===== src/rtl/tof_readout_pkg.sv =====
package tof_readout_pkg;

  // width of the slot number; the group size is 2**SLOT_W
  localparam int unsigned SLOT_W = 3;

  // control to datapath: which slot pops this cycle and whether popping is allowed
  typedef struct packed {
    logic              popEn;
    logic [SLOT_W-1:0] popSlot;
  } ctrlStrobe_t;

endpackage


===== src/rtl/tofro_lane.sv =====
module tofro_lane
  import tof_readout_pkg::*;
#(
  parameter int unsigned TOF_W   = 12,
  parameter int unsigned HIT_W   = 8,
  parameter int unsigned LATENCY = 2
) (
  input  logic                             clk,
  input  logic                             rstN,
  input  ctrlStrobe_t                      strobe,
  input  logic [(1<<SLOT_W)-1:0]           laneValid,
  input  logic [(1<<SLOT_W)*TOF_W-1:0]     laneTof,
  input  logic [(1<<SLOT_W)*HIT_W-1:0]     laneHits,
  output logic [(1<<SLOT_W)-1:0]           lanePop,
  output logic [TOF_W+HIT_W:0]             laneWord
);

  localparam int unsigned GROUP_SIZE = 1 << SLOT_W;
  localparam int unsigned DATA_W     = TOF_W + HIT_W;

  logic              selValid;
  logic [DATA_W-1:0] selData;
  logic              stV [LATENCY];
  logic [DATA_W-1:0] stD [LATENCY];

  // pop only the source that owns the current slot
  always_comb begin
    for (int s = 0; s < GROUP_SIZE; s++) begin
      lanePop[s] = strobe.popEn && laneValid[s] && (strobe.popSlot == SLOT_W'(s));
    end
  end

  assign selValid = |lanePop;
  assign selData  = {laneHits[strobe.popSlot*HIT_W +: HIT_W],
                     laneTof[strobe.popSlot*TOF_W +: TOF_W]};

  // data stages load only on valid, so idle slots leave the outputs unchanged
  always_ff @(posedge clk) begin
    if (!rstN) begin
      for (int i = 0; i < LATENCY; i++) begin
        stV[i] <= 1'b0;
        stD[i] <= '0;
      end
    end else begin
      stV[0] <= selValid;
      if (selValid) stD[0] <= selData;
      for (int i = 1; i < LATENCY; i++) begin
        stV[i] <= stV[i-1];
        if (stV[i-1]) stD[i] <= stD[i-1];
      end
    end
  end

  assign laneWord = {stV[LATENCY-1], stD[LATENCY-1]};

endmodule


===== src/rtl/tofro_ctrl.sv =====
module tofro_ctrl
  import tof_readout_pkg::*;
#(
  parameter int unsigned LATENCY = 2
) (
  input  logic              clk,
  input  logic              rstN,
  output ctrlStrobe_t       strobe,
  output logic [SLOT_W-1:0] outIdx
);

  logic [SLOT_W-1:0] slotCnt;
  logic [SLOT_W-1:0] idxPipe [LATENCY];

  always_ff @(posedge clk) begin
    if (!rstN) slotCnt <= '0;
    else       slotCnt <= slotCnt + 1'b1;
  end

  // slot number follows the words through a delay line of the data-path depth
  always_ff @(posedge clk) begin
    if (!rstN) begin
      for (int i = 0; i < LATENCY; i++) idxPipe[i] <= '0;
    end else begin
      idxPipe[0] <= slotCnt;
      for (int i = 1; i < LATENCY; i++) idxPipe[i] <= idxPipe[i-1];
    end
  end

  assign strobe.popEn   = rstN;
  assign strobe.popSlot = slotCnt;
  assign outIdx         = idxPipe[LATENCY-1];

endmodule


===== src/rtl/tofro_datapath.sv =====
module tofro_datapath
  import tof_readout_pkg::*;
#(
  parameter int unsigned NUM_GROUPS = 8,
  parameter int unsigned TOF_W      = 12,
  parameter int unsigned HIT_W      = 8,
  parameter int unsigned COORD_W    = 8,
  parameter int unsigned LATENCY    = 2
) (
  input  logic                                          clk,
  input  logic                                          rstN,
  input  ctrlStrobe_t                                   strobe,
  input  logic [NUM_GROUPS*(1<<SLOT_W)-1:0]             srcValid,
  input  logic [NUM_GROUPS*(1<<SLOT_W)*TOF_W-1:0]       srcTof,
  input  logic [NUM_GROUPS*(1<<SLOT_W)*HIT_W-1:0]       srcHits,
  input  logic [COORD_W-1:0]                            coordIn,
  output logic [NUM_GROUPS*(1<<SLOT_W)-1:0]             srcPop,
  output logic [NUM_GROUPS*(TOF_W+HIT_W+1)-1:0]         grpWord,
  output logic [COORD_W-1:0]                            coordOut
);

  localparam int unsigned GROUP_SIZE = 1 << SLOT_W;
  localparam int unsigned WORD_W     = TOF_W + HIT_W + 1;

  for (genvar g = 0; g < NUM_GROUPS; g++) begin : g_lane
    tofro_lane #(
      .TOF_W   (TOF_W),
      .HIT_W   (HIT_W),
      .LATENCY (LATENCY)
    ) lane_i (
      .clk       (clk),
      .rstN      (rstN),
      .strobe    (strobe),
      .laneValid (srcValid[g*GROUP_SIZE +: GROUP_SIZE]),
      .laneTof   (srcTof[g*GROUP_SIZE*TOF_W +: GROUP_SIZE*TOF_W]),
      .laneHits  (srcHits[g*GROUP_SIZE*HIT_W +: GROUP_SIZE*HIT_W]),
      .lanePop   (srcPop[g*GROUP_SIZE +: GROUP_SIZE]),
      .laneWord  (grpWord[g*WORD_W +: WORD_W])
    );
  end

  // coordinate delay line, same depth as the lane pipelines
  logic [COORD_W-1:0] coordPipe [LATENCY];

  always_ff @(posedge clk) begin
    if (!rstN) begin
      for (int i = 0; i < LATENCY; i++) coordPipe[i] <= '0;
    end else begin
      coordPipe[0] <= coordIn;
      for (int i = 1; i < LATENCY; i++) coordPipe[i] <= coordPipe[i-1];
    end
  end

  assign coordOut = coordPipe[LATENCY-1];

endmodule


===== src/rtl/tof_readout.sv =====
module tof_readout
  import tof_readout_pkg::*;
#(
  parameter int unsigned NUM_GROUPS = 8,
  parameter int unsigned TOF_W      = 12,
  parameter int unsigned HIT_W      = 8,
  parameter int unsigned COORD_W    = 8,
  parameter int unsigned LATENCY    = 2
) (
  input  logic                                      clk,
  input  logic                                      rstN,
  input  logic [NUM_GROUPS*(1<<SLOT_W)-1:0]         srcValid,
  input  logic [NUM_GROUPS*(1<<SLOT_W)*TOF_W-1:0]   srcTof,
  input  logic [NUM_GROUPS*(1<<SLOT_W)*HIT_W-1:0]   srcHits,
  input  logic [COORD_W-1:0]                        coordIn,
  output logic [NUM_GROUPS*(1<<SLOT_W)-1:0]         srcPop,
  output logic [SLOT_W-1:0]                         slotIdx,
  output logic [NUM_GROUPS*(TOF_W+HIT_W+1)-1:0]     grpWord,
  output logic [COORD_W-1:0]                        coordOut
);

  ctrlStrobe_t ctrlS;

  tofro_ctrl #(
    .LATENCY (LATENCY)
  ) ctrl_i (
    .clk    (clk),
    .rstN   (rstN),
    .strobe (ctrlS),
    .outIdx (slotIdx)
  );

  tofro_datapath #(
    .NUM_GROUPS (NUM_GROUPS),
    .TOF_W      (TOF_W),
    .HIT_W      (HIT_W),
    .COORD_W    (COORD_W),
    .LATENCY    (LATENCY)
  ) dp_i (
    .clk      (clk),
    .rstN     (rstN),
    .strobe   (ctrlS),
    .srcValid (srcValid),
    .srcTof   (srcTof),
    .srcHits  (srcHits),
    .coordIn  (coordIn),
    .srcPop   (srcPop),
    .grpWord  (grpWord),
    .coordOut (coordOut)
  );

endmodule


===== config.mk =====
export PLATFORM = sky130hd
export DESIGN_NAME = tof_readout
export DESIGN_NICKNAME = d
export VERILOG_FILES = /design/src/rtl/tof_readout_pkg.sv /design/src/rtl/tofro_lane.sv /design/src/rtl/tofro_ctrl.sv /design/src/rtl/tofro_datapath.sv /design/src/rtl/tof_readout.sv
export SDC_FILE = /design/constraint.sdc
export NUM_CORES = 1
export LEC_CHECK = 0
export BUFFER_PORTS_ARGS = -buffer_cell sky130_fd_sc_hd__clkbuf_2
export CAP_MARGIN = 20
export CELL_PAD_IN_SITES_DETAIL_PLACEMENT = 1
export CELL_PAD_IN_SITES_GLOBAL_PLACEMENT = 1
export CORE_AREA = 3 3 613 615
export CTS_CLUSTER_SIZE = 16
export DETAILED_ROUTE_END_ITERATION = 16
export DIE_AREA = 0 0 616 618
export PLACE_DENSITY = 0.36
export SLEW_MARGIN = 20
export SYNTH_ARGS = -nofsm -noshare
export SYNTH_HDL_FRONTEND = slang
export SYNTH_HIERARCHICAL = 1
export SYNTH_SLANG_ARGS = --single-unit

===== constraint.sdc =====
create_clock -name clk -period 4.7 [get_ports clk]
set_clock_uncertainty 0.15 [all_clocks]
set_input_delay 0.94 -clock clk [delete_from_list [all_inputs] [get_ports clk]]
set_output_delay 0.94 -clock clk [all_outputs]
set_load 0.01 [all_outputs]

==> flow_summary.toml, run 1 <==
[status]
status = "finished, final reports clean"

[run]
drv_cap = 0

[synthesis]
synthSimpleGateAreaFrac_pct = 13.6
yosysTopAreaCell = "edfxtp_1"
synthXorXnorAreaFrac_pct = 0.0353
yosysUniqueCellTypes = 25
synth_ff_type = "edfxtp_1"
ys_ff_latch = 361
yosysTopAreaCellShare_pct = 38.8
synth_compound_gate_area_share_pct = 4.40
syn_avg_cell_area_um2 = 12.5
netlist_area_mm2 = 0.0248
synth_top_family_by_area = "multiplexers"
ys_seq_area_share_pct = 42.1
synthCells = 1977
synth_edf_count = 320
yosys.area_share.adder_pct = 0.0505
ys_warn_count = 6
async_reset_ff_share_pct = 0
synth_nets = 3332
synth_area_leaders = "edfxtp_1 (39%), mux4_2 (28%), and3_1 (5.9%)"
synthMuxAreaShare_pct = 30.6

[cts]
clk_latency_ps = 700
post-cts-setup-buffer-count = 0
cts-root-buf = "clkbuf_16"
path_clk_slew_ps = 60
numCtsBuffers = 53
cts.sink_count = 361
clockBufferDepth = 3
cts_resized = 0
cts_tree = "done"
htreeDepth = 2
holdBufCountCts = 0

[route]
drcViolationCount = 0
ant_nets = 0
drt_wl_total_um = 205000
drtPass1Iterations = 4
num_vias = 23528
viasPerCell = 2.81
wire_per_inst_um = 24.5
drtIter0Drc = 1284

[die]
die_h_um = 618
pin_count = 1597
die_w_um = 616
rows = 224
core_mm2 = 0.371
start_util_pct = 6.68
die-area_mm2 = 0.381

[sta]
rsz0062_at_grt = "no"
drv_slew = 0
post-route-period-util_pct = 88.3
worst_pin_slew_ps = 1030
finalSetupTns_ps = 0
slew_headroom_pct = 31.4
period_minus_slack_ps = 4150
whs_ps = 277
hold_viol_final = 0
layout_setup_ws_ps = 548
fmax_mhz = 241
setup_violations = 0

[place]
place_hpwl_um = 179000
gp_congestion = 0.890
dp_slack_ps = 639
io_buffers = 1596
dp.cells = 8258
dpl_cell_area_mm2 = 0.0374

[final_layout]
layout-drive-gt1-share_pct = 62.3
syn_to_final_growth_pct = 58.4
final_nets = 4696
final_common_cell = "clkbuf_2"
post-route-util_pct = 10.6
stdcell_count = 8372
fillCellCount = 43798
final_cell_mix = "clkbuf_2 (1595), nand2_1 (324), edfxtp_1 (320)"
fin_area_mm2 = 0.0393

[worst_hold_path]
min_path_type = "register to register"
min_to = "dp_i/coordPipe[0][10]"
hold_path_depth = 1
hold_start = "dp_i/coordPipe[0][2]"

[critical_path]
reg2regPathDepth = 6
reg2reg_to = "dp_i/g_lane[4].lane_i/stD[0][39]"
crit_path_end_kind = "output port"
reg2reg_from = "ctrl_i/slotCnt[1]"
arrival_ps = 3060
crit_required_ps = 3610
critical_path.max_fanout = 28
startpoint_type = "register"
reg2reg_slack_ps = 820
crit_type = "register to output port"

[global_route]
antenna_found_initial = 88
grt_max_degree = 71
grt_pass1_wl_um = 258000
grt_pass1_vias = 25645
grt_use_total_pct = 10.2
grt_overflow = 0

[power]
power.total_mw = 11.5
p_per_area_mw_per_mm2 = 293
power_leakage_nw = 16.4
peakVddDrop_mv = 0.289
-- where the power goes --
group          total (mW)  internal, mW  switching [mW]
clock                4.29          2.43            1.86
combinational        3.11          1.33            1.78
sequential           4.11          3.89           0.223
-- kinds of logic after synthesis --
| kind of cell | Yosys count |
|---|---|
| muxes | 368 |
| AOI/OAI and AO/OA | 192 |
| DFF | 361 |
| xor gates and xnor gates | 1 |
| adders and majority gates | 1 |
| and+or+nand+nor | 681 |
| buffers and inverters | 373 |
-- layout make-up --
cell class | count | area, um^2 | share of cell area, %
multi-input cells | 1243 | 12100 | 30.8
flip-flops and latches | 361 | 10400 | 26.6
repair buffers | 1658 | 8590 | 21.9
well taps | 4972 | 6220 | 15.8
clock buffers | 61 | 1360 | 3.45
clock inverters | 38 | 424 | 1.08
inverters | 24 | 90.1 | 0.229
diodes | 15 | 37.5 | 0.0956
-- registers in the layout (all words and copies together), names as in the netlist --
signal and cells:
ctrl_i/idxPipe 6, ctrl_i/slotCnt 3, dp_i/coordPipe 16, dp_i/g_lane.lane_i/stD 320, dp_i/g_lane.lane_i/stV 16
-- critical path, cell delays in order, from the launching register on --
cell and delay, ps:
dfxtp_4 930, buf_4 490, and2_1 280, and3_1 350, clkbuf_2 200
-- layer usage --
layer  share of wire (%)  global-route usage (%)  up-vias
met1                  38                    11.6    12112
met4                 2.3                    2.29       50
li1                    -                       -    10204
met5                0.16                       0        -
met3                 7.1                    2.91      217
met2                  52                    18.7      945
-- synth_stat cells, types with 16 or more instances --
master	instances
a21oi_1	152
a32oi_1	16
and3_1	232
buf_2	88
edfxtp_1	320
buf_4	188
mux2i_1	32
mux2_2	16
dfxtp_1	41
inv_1	24
a22oi_1	16
clkbuf_1	64
and2_1	35
nand2_1	328
nor2_1	32
nor2b_1	25
mux4_2	304
mux2_4	16
-- worst max path at each step --
stage | startpoint | to | slack [ps]
finish | ctrl_i/slotCnt[1] | srcPop[62] | 550
CTS | ctrl_i/slotCnt[2] | srcPop[38] | 360
detailed placement | ctrl_i/slotCnt[1] | dp_i/g_lane[4].lane_i/stD[0][36] | 640
global route | ctrl_i/slotCnt[2] | srcPop[38] | 410
global placement | ctrl_i/slotCnt[1] | dp_i/g_lane[4].lane_i/stD[0][33] | 600
floorplan | rstN | srcPop[0] | 2040
Power figures use the tool's default switching activity.
==> run 2, diff against run 1 <==
--- a/config.mk
+++ b/config.mk
@@ -5,15 +5,14 @@
 export SDC_FILE = /design/constraint.sdc
 export NUM_CORES = 1
 export LEC_CHECK = 0
+export ABC_AREA = 1
 export BUFFER_PORTS_ARGS = -buffer_cell sky130_fd_sc_hd__clkbuf_2
 export CAP_MARGIN = 20
-export CELL_PAD_IN_SITES_DETAIL_PLACEMENT = 1
-export CELL_PAD_IN_SITES_GLOBAL_PLACEMENT = 1
-export CORE_AREA = 3 3 613 615
+export CORE_AREA = 3 3 620 622
 export CTS_CLUSTER_SIZE = 16
 export DETAILED_ROUTE_END_ITERATION = 16
-export DIE_AREA = 0 0 616 618
-export PLACE_DENSITY = 0.36
+export DIE_AREA = 0 0 623 625
+export PLACE_DENSITY = 0.32
 export SLEW_MARGIN = 20
 export SYNTH_ARGS = -nofsm -noshare
 export SYNTH_HDL_FRONTEND = slang
==> run 2 against run 1 <==
Net effect: routed wire length increased by 17%; largest power group unchanged; non-clock buffer count is 45 higher; global-route usage is 1.6 points higher; worst setup slack worse by 70 ps.
==> flow_summary.toml, run 2 <==
[sta]
whs_ps = 262
finalSetupTns_ps = 0
post-route-period-util_pct = 89.8
rsz0062_at_grt = "no"
slew_headroom_pct = 30.8
fmax_mhz = 237
period_minus_slack_ps = 4220
worst_pin_slew_ps = 1040
hold_viol_final = 0
setup_violations = 0
drv_slew = 0

[synthesis]
syn_avg_cell_area_um2 = 6.69
yosysMostFrequentCell = "nand2_1"
yosysUniqueCellTypes = 18
synthCells = 3789
ys_warn_count = 6
synth_nets = 5144
yosysTopAreaCell = "edfxtp_1"
synthTopCellsByCount = "nand2_1 (1747), nand3_1 (360), inv_1 (321)"
netlist_area_mm2 = 0.0254
ys_seq_area_share_pct = 41.1
synth_ff_type = "edfxtp_1"
synth_area_leaders = "edfxtp_1 (38%), nand2_1 (26%), nand3_1 (7.1%)"
yosysTopAreaCellShare_pct = 37.9
synth_edf_count = 320
ys_ff_latch = 361
async_reset_ff_share_pct = 0

[route]
drt_wl_total_um = 240000
drcViolationCount = 0
drtIter0Drc = 1761
viasPerCell = 3.04
num_vias = 31079
ant_nets = 0
wire_per_inst_um = 23.5
drtPass1Iterations = 5

[die]
die_w_um = 623
pin_count = 1597
core_mm2 = 0.379
die-area_mm2 = 0.389
die_h_um = 625
rows = 226
start_util_pct = 6.69

[cts]
numCtsBuffers = 52
cts.sink_count = 361
path_clk_slew_ps = 60
cts-root-buf = "clkbuf_16"
clk_latency_ps = 690
htreeDepth = 2
clockBufferDepth = 3
holdBufCountCts = 0
cts_tree = "done"
post-cts-setup-buffer-count = 0
cts_resized = 0

[power]
p_per_area_mw_per_mm2 = 288
netSwitchingFraction_pct = 35.9
power_leakage_nw = 19.3
cellInternalPower_mw = 7.42
power.total_mw = 11.6
seqPwrFrac_pct = 34.2
p_sw_mw = 4.16
power_frac_comb_pct = 28.8
peakVddDrop_mv = 0.264
clkPwrFrac_pct = 36.9

[global_route]
gr-usage-met1_pct = 14.8
grt_use_met3_pct = 3.60
grt_use_total_pct = 11.8
grt_pass1_wl_um = 307000
grt_pass1_vias = 31418
grt_max_degree = 63
grtUsageMet2_pct = 19.7
antenna_found_initial = 143
top_usage_layer = "met2"
grt_overflow = 0

[worst_hold_path]
hold_path_depth = 2
min_path_type = "register to register"
min_to = "dp_i/coordPipe[0][9]"
hold_start = "dp_i/coordPipe[0][1]"

[final_layout]
top_register = "dp_i/g_lane.lane_i/stD"
syn_to_final_growth_pct = 58.7
largest_reg_flops = 320
final_nets = 6494
layout-drive-gt1-share_pct = 35.8
final_common_cell = "nand2_1"
final_cell_mix = "nand2_1 (1736), clkbuf_2 (1595), nand3_1 (360)"
stdcell_count = 10213
fillCellCount = 44998
reg.largest.list = "dp_i/g_lane.lane_i/stD x320, dp_i/coordPipe x16, dp_i/g_lane.lane_i/stV x16"

[critical_path]
arrival_ps = 3130
reg2reg_to = "dp_i/g_lane[4].lane_i/stD[0][22]"
critical_path.max_fanout = 31
crit_type = "register to output port"
crit_path_end_kind = "output port"
reg2regPathDepth = 10
reg2reg_from = "ctrl_i/slotCnt[1]"
reg2reg_slack_ps = 1180
startpoint_type = "register"
crit_required_ps = 3610

[place]
gp_congestion = 0.891
dp.cells = 10101
io_buffers = 1596
place_hpwl_um = 209000

[run]
drv_cap = 0

[status]
status = "finished, final reports clean"
[run 2: through the flow]
| step | worst slack (ps) | util (%) | cell area (um^2) |
|---|---|---|---|
| 4_1_cts | 222 | 10.6 | 40200 |
| 3_3_place_gp | 1020 | 10.1 | 38400 |
| 3_5_place_dp | 1060 | 10.1 | 38400 |
| 2_1_floorplan | 1810 | - | 25400 |
| 6_report | 477 | 10.6 | 40200 |
| 5_1_grt | 214 | 10.6 | 40200 |
[run 2: per-layer routing]
layer,part of all wire [%],up-vias
met3,7.5,330
met2,47,1264
met5,0.24,-
met4,2.3,90
met1,43,14644
li1,-,14751
[run 2: cell type report]
type                       count  area (um^2)  share of cell area (%)
antenna                       14         35.0                  0.0871
timing repair buffer        1703         8870                    22.0
multi-input combinational   2668        11500                    28.6
sequential                   361        10400                    25.9
clock buffer                  68         1420                    3.54
clock inverter                30          370                   0.920
tap                         5016         6280                    15.6
inverter                     353         1330                    3.29
[run 2: cell families (layout without fill, tap and decap cells)]
| family | count (synthesis) | after routing | share of synthesized area [%] |
|---|---|---|---|
| and+or+nand+nor | 2186 | 2186 | 34.3 |
| buffers and inverters | 760 | 2154 | 14.2 |
| AOI/OAI and AO/OA | 481 | 481 | 10.3 |
| DFF | 361 | 361 | 41.1 |
| adders and majority gates | 1 | 1 | 0.0493 |
| other | 0 | 14 | 0 |
[run 2: worst max-delay path: stages (launching register included)]
cell      delay (ps)
dfxtp_4          600
buf_12           320
inv_2             80
nor2_4           730
nand3_1          400
inv_1            150
clkbuf_2         150
[run 2: worst max path at each step]
stage,from,to,slack [ps]
6_report,ctrl_i/slotCnt[1],srcPop[38],480
5_1_grt,ctrl_i/slotCnt[0],srcPop[57],210
3_5_place_dp,ctrl_i/slotCnt[0],srcPop[57],1060
3_3_place_gp,rstN,dp_i/g_lane[6].lane_i/stD[0][10],1020
2_1_floorplan,rstN,dp_i/g_lane[0].lane_i/stD[0][0],1810
4_1_cts,ctrl_i/slotCnt[0],srcPop[57],220
[run 2: power by group through the flow]
stage               registers [mW]  clock network [mW]  logic, mW
detailed placement            4.04                   0       3.48
finish                        3.96                4.28       3.34
global route                  3.99                4.60       3.70
CTS                           3.97                4.50       3.49
floorplan                     3.96                   0       1.50
global placement              4.04                   0       3.50
